### config.mk
export PLATFORM = sky130hd
export DESIGN_NAME = lsu_lane_aligner
export DESIGN_NICKNAME = d
export VERILOG_FILES = /design/src/rtl/lsa_pkg.sv /design/src/rtl/lsa_lane_base.sv /design/src/rtl/lsa_store_lanes.sv /design/src/rtl/lsa_load_extract.sv /design/src/rtl/lsu_lane_aligner.sv
export SDC_FILE = /design/constraint.sdc
export NUM_CORES = 1
export LEC_CHECK = 0
export BUFFER_PORTS_ARGS = -buffer_cell sky130_fd_sc_hd__buf_2
export CAP_MARGIN = 20
export CELL_PAD_IN_SITES_DETAIL_PLACEMENT = 1
export CELL_PAD_IN_SITES_GLOBAL_PLACEMENT = 1
export CORE_MARGIN = 3
export CORE_UTILIZATION = 32
export DETAILED_ROUTE_END_ITERATION = 6
export PLACE_DENSITY = 0.79
export SYNTH_ARGS = -nofsm -noshare
export SYNTH_HDL_FRONTEND = slang
export SYNTH_SLANG_ARGS = --single-unit
### constraint.sdc
create_clock -name clk -period 1.14 [get_ports clk]
set_clock_uncertainty 0.1 [all_clocks]
set_input_delay 0.057 -clock clk [delete_from_list [all_inputs] [get_ports clk]]
set_output_delay 0.057 -clock clk [all_outputs]
set_load 0.1 [all_outputs]
### src/rtl/lsa_pkg.sv
package lsa_pkg;

    // Access size as carried on req_size.
    typedef enum logic [1:0] {
        SZ_BYTE = 2'b00,
        SZ_HALF = 2'b01,
        SZ_WORD = 2'b10,
        SZ_RSVD = 2'b11
    } acc_size_e;

    // Kind of result presented in the current cycle.
    typedef enum logic [1:0] {
        ST_IDLE  = 2'b00,
        ST_STORE = 2'b01,
        ST_LOAD  = 2'b10,
        ST_FAULT = 2'b11
    } align_state_e;

endpackage

### src/rtl/lsa_lane_base.sv
// Alignment test and lowest-lane computation for one access.
module lsa_lane_base
    import lsa_pkg::*;
#(
    parameter int DATA_W = 32,
    localparam int NBYTES = DATA_W / 8,
    localparam int OFF_W  = $clog2(NBYTES)
) (
    input  acc_size_e          size_i,
    input  logic [OFF_W-1:0]   off_i,
    input  logic               big_endian_i,
    output logic               aligned_o,
    output logic [OFF_W-1:0]   base_lane_o,
    output logic [OFF_W:0]     span_o
);

    logic [OFF_W-1:0] low_mask;

    always_comb begin
        unique case (size_i)
            SZ_BYTE: span_o = (OFF_W+1)'(1);
            SZ_HALF: span_o = (OFF_W+1)'(2);
            default: span_o = (OFF_W+1)'(NBYTES);
        endcase
    end

    // The span is a power of two, so span-1 masks the offset bits that must be zero.
    assign low_mask  = span_o[OFF_W-1:0] - 1'b1;
    assign aligned_o = (size_i != SZ_RSVD) && ((off_i & low_mask) == '0);

    // Mirror mode: lowest lane = NBYTES - off - span, taken modulo NBYTES.
    assign base_lane_o = big_endian_i ? (OFF_W'(0) - off_i - span_o[OFF_W-1:0])
                                      : off_i;

endmodule

### src/rtl/lsa_store_lanes.sv
// Byte enables and lane-replicated write data.
module lsa_store_lanes
    import lsa_pkg::*;
#(
    parameter int DATA_W = 32,
    localparam int NBYTES = DATA_W / 8,
    localparam int OFF_W  = $clog2(NBYTES)
) (
    input  acc_size_e          size_i,
    input  logic [OFF_W-1:0]   base_lane_i,
    input  logic [OFF_W:0]     span_i,
    input  logic [DATA_W-1:0]  wdata_i,
    output logic [NBYTES-1:0]  be_o,
    output logic [DATA_W-1:0]  wdata_o
);

    logic [OFF_W+1:0] lo_w;
    logic [OFF_W+1:0] hi_w;

    assign lo_w = {2'b00, base_lane_i};
    assign hi_w = lo_w + {1'b0, span_i};

    for (genvar i = 0; i < NBYTES; i++) begin : g_lane
        localparam logic [OFF_W+1:0] LANE = (OFF_W+2)'(i);
        assign be_o[i] = (LANE >= lo_w) && (LANE < hi_w);
    end

    always_comb begin
        unique case (size_i)
            SZ_BYTE: wdata_o = {NBYTES{wdata_i[7:0]}};
            SZ_HALF: wdata_o = {(NBYTES/2){wdata_i[15:0]}};
            default: wdata_o = wdata_i;
        endcase
    end

endmodule

### src/rtl/lsa_load_extract.sv
// Lane selection and widening of a load.
module lsa_load_extract
    import lsa_pkg::*;
#(
    parameter int DATA_W = 32,
    localparam int NBYTES = DATA_W / 8,
    localparam int OFF_W  = $clog2(NBYTES)
) (
    input  acc_size_e          size_i,
    input  logic [OFF_W-1:0]   base_lane_i,
    input  logic               unsigned_i,
    input  logic [DATA_W-1:0]  rdata_i,
    output logic [DATA_W-1:0]  value_o
);

    logic [DATA_W-1:0] shifted;
    logic              fill_b;
    logic              fill_h;

    assign shifted = rdata_i >> {base_lane_i, 3'b000};
    assign fill_b  = !unsigned_i && shifted[7];
    assign fill_h  = !unsigned_i && shifted[15];

    always_comb begin
        unique case (size_i)
            SZ_BYTE: value_o = {{(DATA_W-8){fill_b}}, shifted[7:0]};
            SZ_HALF: value_o = {{(DATA_W-16){fill_h}}, shifted[15:0]};
            default: value_o = shifted;
        endcase
    end

endmodule

### src/rtl/lsu_lane_aligner.sv
// Registered load/store aligner with run-time lane ordering.
module lsu_lane_aligner
    import lsa_pkg::*;
#(
    parameter int DATA_W = 32
) (
    input  logic                          clk,
    input  logic                          rst_n,
    input  logic                          req_valid,
    input  logic                          req_store,
    input  logic [1:0]                    req_size,
    input  logic                          req_unsigned,
    input  logic [$clog2(DATA_W/8)-1:0]   req_byte_off,
    input  logic [DATA_W-1:0]             req_wdata,
    input  logic                          big_endian,
    input  logic [DATA_W-1:0]             mem_rdata,
    output logic                          mem_we,
    output logic [DATA_W/8-1:0]           mem_be,
    output logic [DATA_W-1:0]             mem_wdata,
    output logic                          ld_valid,
    output logic [DATA_W-1:0]             ld_data,
    output logic                          misalign_err
);

    localparam int NBYTES = DATA_W / 8;
    localparam int OFF_W  = $clog2(NBYTES);

    acc_size_e          size_c;
    logic               aligned_c;
    logic [OFF_W-1:0]   base_c;
    logic [OFF_W:0]     span_c;
    logic [NBYTES-1:0]  be_c;
    logic [DATA_W-1:0]  wdata_c;
    logic [DATA_W-1:0]  ldata_c;

    align_state_e       state_q;
    align_state_e       state_d;
    logic [NBYTES-1:0]  be_q;
    logic [DATA_W-1:0]  wdata_q;
    logic [DATA_W-1:0]  ldata_q;

    assign size_c = acc_size_e'(req_size);

    lsa_lane_base #(.DATA_W(DATA_W)) u_base (
        .size_i       (size_c),
        .off_i        (req_byte_off),
        .big_endian_i (big_endian),
        .aligned_o    (aligned_c),
        .base_lane_o  (base_c),
        .span_o       (span_c)
    );

    lsa_store_lanes #(.DATA_W(DATA_W)) u_store (
        .size_i      (size_c),
        .base_lane_i (base_c),
        .span_i      (span_c),
        .wdata_i     (req_wdata),
        .be_o        (be_c),
        .wdata_o     (wdata_c)
    );

    lsa_load_extract #(.DATA_W(DATA_W)) u_load (
        .size_i      (size_c),
        .base_lane_i (base_c),
        .unsigned_i  (req_unsigned),
        .rdata_i     (mem_rdata),
        .value_o     (ldata_c)
    );

    // Next-state decision.
    always_comb begin
        state_d = ST_IDLE;
        if (req_valid) begin
            if (!aligned_c)     state_d = ST_FAULT;
            else if (req_store) state_d = ST_STORE;
            else                state_d = ST_LOAD;
        end
    end

    // State register.
    always_ff @(posedge clk or negedge rst_n) begin
        if (!rst_n) state_q <= ST_IDLE;
        else        state_q <= state_d;
    end

    // Payload registers; only shown when the state says so.
    always_ff @(posedge clk or negedge rst_n) begin
        if (!rst_n) begin
            be_q    <= '0;
            wdata_q <= '0;
            ldata_q <= '0;
        end else begin
            be_q    <= be_c;
            wdata_q <= wdata_c;
            ldata_q <= ldata_c;
        end
    end

    // Outputs decoded from state.
    always_comb begin
        mem_we       = 1'b0;
        mem_be       = '0;
        mem_wdata    = '0;
        ld_valid     = 1'b0;
        ld_data      = '0;
        misalign_err = 1'b0;
        unique case (state_q)
            ST_IDLE:  ;
            ST_STORE: begin
                mem_we    = 1'b1;
                mem_be    = be_q;
                mem_wdata = wdata_q;
            end
            ST_LOAD: begin
                ld_valid = 1'b1;
                ld_data  = ldata_q;
            end
            ST_FAULT: misalign_err = 1'b1;
        endcase
    end

endmodule

Word level (Yosys, flattened, before mapping) --
Cells that the tools add are included.
Storage, ports and cells: flip-flop bits (word level) 70, bits in latches 0, bits in writable memories 0, ROM bits 0, input bits 74, output and inout bits 71, logic and storage cells 46, memories kept 0
Operators by class: add/subtract/negate cells 4, multiply operators 0, div/mod/pow operators 0, $lt $le $gt $ge 8, equal/unequal tests 5, shift operators 1, muxes and demuxes 13, bitwise operators 1, reductions and logical operators 10
Operators by type and width (number):
- one-hot mux 32 bit (2 select lines) | 2
- two-way mux 32 bit | 2
- right shift 32 x 5 -> 32 bit | 1
- less-than comparator 1 x 4 -> 1 bit, first input constant | 2
- less-than comparator 2 x 4 -> 1 bit, first input constant | 2
- two-way mux 2 bit | 4
- logical AND 1 bit | 7
- one-hot mux 3 bit (2 select lines) | 1
- adder 2 x 3 -> 4 bit | 1
- == test 2 x 1 -> 1 bit, second input constant | 2
- == test 2 bit, second input constant | 2
- greater-or-equal comparator 1 x 2 -> 1 bit, first input constant | 2
- greater-or-equal comparator 2 bit, first input constant | 2
- zero test 2 bit | 2
- two-way mux 4 bit | 1
- two-way mux 1 bit | 3
- bitwise AND 2 bit | 1
- != test 2 bit, second input constant | 1
- subtractor 1 x 2 -> 2 bit, first input constant | 1
- subtractor 2 x 1 -> 2 bit, second input constant | 1
- subtractor 2 bit | 1
- zero test 1 bit | 1

Longest topological paths before layout --
Gate-level depths: netlist of the first run.
depth after elaboration 8, gate-level depth with buffers 16, mapped depth without buffers 11

Modules after synthesis --
A second synthesis of the first run with hierarchy kept.
Second synthesis, totals: cells, all modules 335, area total of the unflattened synthesis 3746.1 µm²
Modules (own cells, without submodules):
- lsu_lane_aligner | times used 1, cells an instance 151, area each 2311.0 µm², seq. area each 1751.7 µm²
- lsa_load_extract | times used 1, cells an instance 103, area each 768.2 µm², seq. area each 0.0 µm²
- lsa_store_lanes | times used 1, cells an instance 66, area each 564.3 µm², seq. area each 0.0 µm²
- lsa_lane_base | times used 1, cells an instance 15, area each 102.6 µm², seq. area each 0.0 µm²

Worst setup path before layout of the first run --
Ideal clock, no wire load.
path type input to register, start point in req_size[0], end point reg be_q[0], library setup time 0.126 ns, data arrival time 3.326 ns, required time 0.914 ns, slack -2.412 ns, stages on the path 15, path buffers 5, cells stage by stage buf_2 > or2_2 > clkbuf_1 > clkbuf_1 > ha_1 > mux2i_1 > inv_2 > clkbuf_1 > buf_2 > ha_1 > inv_1 > fa_1 > a2111oi_0 > a21oi_1 > o311a_1
On the way: cells in the longest elaborated chain, start to end 7, elaborated cells between the ends (all ways) 9, classes of those cells add/sub: 2; order compare: 2; eq/ne: 1; mux: 2; reduce/logical: 2
RTL lines:
- from (decl) | RTL line lsu_lane_aligner.sv:11 | input logic [1:0] req_size,
- == test 2 x 1 -> 1 bit / zero test 2 bit (equally long branches) | RTL line lsa_lane_base.sv:20 | unique case (size_i)
- one-hot mux 3 bit (2 select lines) (*) | RTL line lsa_lane_base.sv:20
- subtractor 2 bit | RTL line lsa_lane_base.sv:32 | assign base_lane_o = big_endian_i ? (OFF_W'(0) - off_i - span_o[OFF_W-1:0])
- two-way mux 2 bit | RTL line lsa_lane_base.sv:32
- adder 2 x 3 -> 4 bit | RTL line lsa_store_lanes.sv:21 | assign hi_w = lo_w + {1'b0, span_i};
- less-than comparator 1 x 4 -> 1 bit | RTL line lsa_store_lanes.sv:25 | assign be_o[i] = (LANE >= lo_w) && (LANE < hi_w);
- logical AND 1 bit (*) | RTL line lsa_store_lanes.sv:25
- via be_c[0] | RTL line lsu_lane_aligner.sv:32 | logic [NBYTES-1:0] be_c;
- to (signal assigned) | RTL line lsu_lane_aligner.sv:89 | be_q <= '0;
- to (signal assigned) | RTL line lsu_lane_aligner.sv:93 | be_q <= be_c;
- to (decl) | RTL line lsu_lane_aligner.sv:38 | logic [NBYTES-1:0] be_q;
The timed path passes the listed nets; every way through them passes the cells marked *.

Final worst setup path of the first run --
Ends and elaborated chain as after synthesis.

==> results of run 1 <==
[stage by stage]
stage / area (sq um) / setup slack, ns / instances / TNS [ns] / total power [mW]
2_1_floorplan: 3960 / -1.84 / 358 / -54.50 / 4.88
3_3_place_gp: 5920 / -1.30 / 641 / -47.24 / 5.95
3_5_place_dp: 5920 / -1.43 / 641 / -56.53 / 6.08
4_1_cts: 7080 / -0.920 / 735 / -70.77 / 8.42
5_1_grt: 7090 / -1.08 / 736 / -83.91 / 9.01
6_report: 7090 / -1.01 / 736 / -79.60 / 8.75
[cell usage after synthesis (2+ instances only)]
| cell | n | area share [%] |
|---|---|---|
| o211ai_1 | 8 | 1.7 |
| ha_1 | 4 | 1.4 |
| nor3_1 | 3 | 0.42 |
| nand3_1 | 8 | 1.1 |
| o21ai_0 | 8 | 1.1 |
| nor2_1 | 3 | 0.32 |
| and3_1 | 8 | 1.4 |
| dfrtp_1 | 70 | 49 |
| and2_1 | 69 | 12 |
| buf_2 | 4 | 0.57 |
| mux2i_4 | 2 | 1.3 |
| nand2_1 | 57 | 6.0 |
| inv_2 | 2 | 0.21 |
| inv_1 | 5 | 0.53 |
| nand4_1 | 28 | 4.9 |
| buf_4 | 2 | 0.42 |
| buf_1 | 3 | 0.32 |
| mux2i_1 | 21 | 5.9 |
| mux2_2 | 9 | 2.9 |
| nor2b_1 | 2 | 0.35 |
| clkbuf_1 | 18 | 1.9 |
| a21oi_1 | 10 | 1.4 |
[final timing paths]
check                              from         end  depth (start not counted)
min in group asynchronous         rst_n  state_q[0]                          2
worst min-delay path       mem_rdata[2]  ldata_q[2]                          4
worst max-delay path        req_size[0]     be_q[0]                         11
max in group asynchronous         rst_n  ldata_q[1]                          3
[critical path: cells and delay by family]
family / cells / cell delay [ns]
buf+inv: 2 / 0.14
compound gates: 3 / 0.68
mux: 1 / 0.20
simple gates: 2 / 0.41
fa+ha+maj: 2 / 0.55
xor+xnor: 1 / 0.25
[flip-flops by register name (all words and copies together) (netlist names)]
signal,count
be_q,4
ldata_q,32
state_q,2
wdata_q,32
[area by class of cell]
| cell class | count | area [sq um] |
|---|---|---|
| Timing Repair Buffer | 252 | 3000 |
| Antenna cell | 1 | 2.50 |
| Clock inverter | 3 | 17.5 |
| Tap cell | 136 | 170 |
| Fill cell | 1037 | 3460 |
| Multi-Input combinational cell | 253 | 1950 |
| Sequential cell | 70 | 1750 |
| Inverter | 8 | 32.5 |
| Clock buffer | 13 | 169 |
[what timing repair did]
| item | in CTS | in global routing |
|---|---|---|
| pin swaps | 7 | 12 |
| hold endpoints to repair | 124 | 0 |
| setup endpoints to repair | 107 | 108 |
| resized for setup | 31 | 9 |
| hold buffers | 61 | 0 |
| cloned | 7 | 1 |
| buffers inserted | 11 | 5 |
[metal layers]
metal | vias up | global-route usage [%] | routed length, um
met2 | 254 | 60.8 | 10900
met5 | - | 0 | 0
met4 | 0 | 12.1 | 862
met3 | 64 | 6.22 | 1270
met1 | 2042 | 39.6 | 7810
li1 | 1686 | - | -
[cell families after synthesis]
family                     count (synthesis)
buffers and inverters                     35
muxes                                     32
and+or+nand+nor                          182
adders and majority gates                  5
xor gates and xnor gates                   2
AOI/OAI and AO/OA                         32
DFF                                       70
[power by group through the flow]
stage | Clock [mW] | Combinational [mW] | Sequential [mW]
6_report | 2.09 | 3.77 | 2.89
5_1_grt | 2.22 | 3.88 | 2.92
4_1_cts | 1.98 | 3.58 | 2.86
3_5_place_dp | 0 | 3.17 | 2.91
3_3_place_gp | 0 | 3.06 | 2.88
2_1_floorplan | 0 | 2.02 | 2.86
==> flow_summary.yaml, run 1 <==
run_status:
  status: "complete, but fails checks"
  violations: "negative setup slack"
sta:
  rsz0062_at_grt: "yes"
  finalSetupViolCount: 107
  fin_ws_ns: -1.01
  hold_ws_ns: 0.00109
  worst_slew_pin_slew_ns: 0.506
  hold_viol_final: 0
  period_share_pct: 189
  layout_min_cycle_time_ns: 2.15
  fmax_mhz: 465
  slew_violations: 0
  slew_headroom_pct: 65.8
final_layout:
  layout-drive-gt1-share_pct: 51.4
  fin_util_pct: 67.2
  layout_common_cells: "buf_12, buf_2, dfrtp_1"
  area_delta_synth_final_pct: 100
  fin_nets: 673
  final_common_cell: "buf_12"
clocking:
  clk_pin_slew_ns: 0.09
  cts_buffer_depth: 2
  cts_tree: "yes"
  htree_levels: 3
  cts_buffers: 9
  cts-root-buf: "clkbuf_8"
  clock-sinks: 70
floorplanning:
  core_area_sq_um: 10600
  die_h_um: 111
  start_util_pct: 33.5
  die_area_sq_um: 12400
  num_rows: 37
  io_pins: 145
  die_x_um: 111
grt:
  overflow: 0
  grt_pass1_vias: 4645
  grt_max_degree: 38
  grt.total_usage_pct: 33.6
  grt_pass1_wl_mm: 31.3
  antenna_found_initial: 1
synthesis:
  synth_area_per_cell_sq_um: 9.89
  ys_seq_area_share_pct: 49.5
  synth_xor_area_share_pct: 1.02
  syn_nets: 437
  ys.flop_type: "dfrtp_1"
  ys_async_sr_fraction_pct: 100
  synthSimpleGateAreaFrac_pct: 27.8
  synth_compound_area_share_pct: 5.58
  synth_warnings: 0
  synthMuxAreaShare_pct: 10.1
  ys_types: 36
  synth-seq-cells: 70
  synth_edf_count: 0
  synthesis.area_sq_um: 3540
  syn_inst: 358
  synth_top_family_by_area: "simple AND/OR/NAND/NOR gates"
  synthAdderAreaFrac_pct: 1.98
drt:
  num_vias: 4046
  routed_wl_mm: 20.9
  drc_errors: 0
  ant_nets: 0
  first_iter_violations: 393
  wire_per_inst_um: 28.4
  vias_per_cell: 5.50
  first_pass_iters: 5
placed_design:
  io_buffers: 144
  gp_congestion: 0.814
  hpwl_mm: 10.5
power:
  peakVddDrop_uv: 967
  p_leak_nw: 3.32
  power_density_nw_per_um2: 1230
  combinationalPowerShare_pct: 43.1
  p_int_mw: 5.24
  p_sw_mw: 3.51
  switching_share_pct: 40.1
  pwr-share-clk_pct: 23.9
  seqPwrFrac_pct: 33.1
critical_path:
  path_cells: "buf_6, or2_4, ha_4, nand2b_4, mux2i_4, xor2_4, inv_4, fa_2, a2111oi_4, a21oi_2, o311a_1"
  slowest_stage: "fa_2"
  crit_path_max_fanout: 3
  cpPeakStageDelay_ns: 0.38
  worstPathArrival_ns: 2.30
  worst_ep_required_time_ns: 1.29
  critical_path_class: "in2reg"
  crit_path_end_kind: "register"
  start_kind: "input port"
job:
  drv_cap: 0
min_path:
  hp-class: "in2reg"
No activity file was read; power rests on OpenSTA's default activity.
==> run 2: changes to the inputs <==
--- a/config.mk
+++ b/config.mk
@@ -6,13 +6,12 @@
 export NUM_CORES = 1
 export LEC_CHECK = 0
 export BUFFER_PORTS_ARGS = -buffer_cell sky130_fd_sc_hd__buf_2
-export CAP_MARGIN = 20
 export CELL_PAD_IN_SITES_DETAIL_PLACEMENT = 1
 export CELL_PAD_IN_SITES_GLOBAL_PLACEMENT = 1
 export CORE_MARGIN = 3
 export CORE_UTILIZATION = 32
 export DETAILED_ROUTE_END_ITERATION = 6
-export PLACE_DENSITY = 0.79
+export PLACE_DENSITY = 0.82
 export SYNTH_ARGS = -nofsm -noshare
 export SYNTH_HDL_FRONTEND = slang
 export SYNTH_SLANG_ARGS = --single-unit
==> run 2 against run 1 <==
Against the previous run:
- the flow still finishes with violations (negative setup slack)
- fmax down 3.0%
- flip-flop and latch count unchanged
- largest cell class unchanged
- worst setup slack worse by 0.065 ns
- global-route usage up 2.4 points
- cell area up 7.2%
- wire length up 25%
- via count up 13%
- die area unchanged
- core utilization up 4.8 points
- power up 7.8%
==> flow_summary.yaml, run 2 (same netlist as run 1, synthesis figures left out) <==
run_status:
  status: "complete, but fails checks"
  violations: "negative setup slack"
final_layout:
  fin_cells: 757
  n_fill_cell: 985
  area_delta_synth_final_pct: 115
  layout_common_cells: "buf_12, buf_2, and2_4, dfrtp_1, dlygate4sd3_1"
  final_common_cell: "buf_12"
  fin_util_pct: 72.0
  fin_nets: 695
  layout-drive-gt1-share_pct: 57.0
  reg_top3: "ldata_q x32, wdata_q x32, be_q x4"
drt:
  drc_errors: 0
  vias_per_cell: 6.05
  num_vias: 4581
  ant_nets: 0
  first_iter_violations: 499
  routed_wl_mm: 26.1
  first_pass_iters: 5
  wire_per_inst_um: 34.5
placed_design:
  hpwl_mm: 10.5
  gp_congestion: 0.821
  io_buffers: 144
  dp.cells: 641
critical_path:
  critPathTopFamily: "compound AO/OA/AOI/OAI gates"
  worstPathArrival_ns: 2.39
  cpPeakStageDelay_ns: 0.40
  start_kind: "input port"
  cp_num_buf_inv: 2
  crit_path_max_fanout: 3
  path_cells: "buf_6, or2_4, ha_4, nand2b_4, mux2i_4, xor2_4, inv_4, fa_2, a2111oi_4, a21oi_2, o311a_1"
  crit_path_end_kind: "register"
  slowest_stage: "o311a_1"
  critical_path_class: "in2reg"
  worst_ep_required_time_ns: 1.31
grt:
  use_met2_pct: 64.5
  grt_max_degree: 42
  grt_pass1_vias: 4788
  grt_pass1_wl_mm: 33.0
  antenna_found_initial: 1
  grtUsageMet3_pct: 7.75
  met1_usage_pct: 41.2
  busiest_layer: "met2"
  grt.total_usage_pct: 36.0
  overflow: 0
floorplanning:
  num_rows: 37
  io_pins: 145
  die_area_sq_um: 12400
  core_area_sq_um: 10600
  die_x_um: 111
  die_h_um: 111
  start_util_pct: 33.5
sta:
  slew_violations: 0
  rsz0062_at_grt: "yes"
  finalSetupViolCount: 110
  worst_slew_pin_slew_ns: 0.596
  layout_min_cycle_time_ns: 2.22
  fmax_mhz: 451
  slew_headroom_pct: 59.1
  period_share_pct: 195
  fin_ws_ns: -1.08
  hold_viol_final: 0
clocking:
  clk_pin_slew_ns: 0.11
  cts_buffers: 9
  cts-root-buf: "clkbuf_8"
  cts_tree: "yes"
  htree_levels: 3
  cts_buffer_depth: 2
  clock-sinks: 70
min_path:
  hp-class: "in2reg"
power:
  p_leak_nw: 3.54
  peakVddDrop_uv: 946
  power_density_nw_per_um2: 1240
job:
  drv_cap: 0
run 2: cell count changes in the layout (fill, tap and decap cells not counted), moves of 4 or more:
| cell | previous run | this run |
|---|---|---|
| and3_4 | 2 | 7 |
| nand3_1 | 8 | 2 |
| and3_1 | 6 | 1 |
| nand3_2 | 0 | 6 |
| buf_12 | 79 | 83 |
| buf_8 | 1 | 7 |
| mux2i_1 | 18 | 14 |
| buf_4 | 20 | 27 |
run 2: final cells by class:
| class | instances | area, sq um | share of cell area, % |
|---|---|---|---|
| timing repair buffer | 274 | 3370 | 44.3 |
| inverter | 8 | 32.5 | 0.428 |
| sequential | 70 | 1750 | 23.1 |
| antenna | 2 | 5.00 | 0.0658 |
| tap | 136 | 170 | 2.24 |
| multi-input combinational | 253 | 2100 | 27.6 |
| clock buffer | 9 | 124 | 1.63 |
| clock inverter | 5 | 52.6 | 0.691 |
run 2: worst paths after layout:
kind	start	end	slack [ns]	cells past startpoint
setup / recovery	req_size[0]	be_q[0]	-1.08	11
min in group asynchronous	rst_n	wdata_q[8]	0.06	2
max in group asynchronous	rst_n	wdata_q[24]	0.25	3
hold / removal	mem_rdata[0]	ldata_q[0]	0.02	4
run 2: per-layer routing:
| metal | wire [um] | vias to the layer above |
|---|---|---|
| met5 | 13 | - |
| met4 | 1920 | 2 |
| met3 | 2270 | 144 |
| met2 | 13100 | 418 |
| met1 | 8830 | 2287 |
| li1 | - | 1730 |
run 2: power by group:
part           switching, mW  leakage, nW  total [mW]  internal [mW]
combinational           2.53         2.60        4.33           1.80
sequential             0.161        0.852        2.92           2.76
clock                   1.21       0.0907        2.19          0.979
run 2: repair_timing:
action	in CTS	in global routing
hold buffers	62	0
buffers inserted	21	10
gates resized for setup	51	44
endpoints found under the setup margin	108	114
pin swaps	12	15
gates cloned	10	5
hold endpoints to repair	125	0
run 2: metrics by stage:
stage                     total power, mW  worst slack (ns)  cell area (sq um)  TNS, ns  hold WS [ns]
after floorplan                      4.88             -1.84               3960   -54.50        -0.339
after global placement               5.93             -1.27               5900   -46.63        -0.148
after detailed placement             6.07             -1.37               5900   -57.06        -0.140
after CTS                            8.65            -0.846               7340   -72.84      -0.00637
after global routing                 9.60             -1.11               7600   -87.63     -0.000857
final                                9.44             -1.08               7600   -85.43        0.0184
run 2: tightest hold or removal path, stage by stage:
cell and delay, ns:
buf_2 0.10, nand2_1 0.07, and3_4 0.20, a21oi_2 0.04
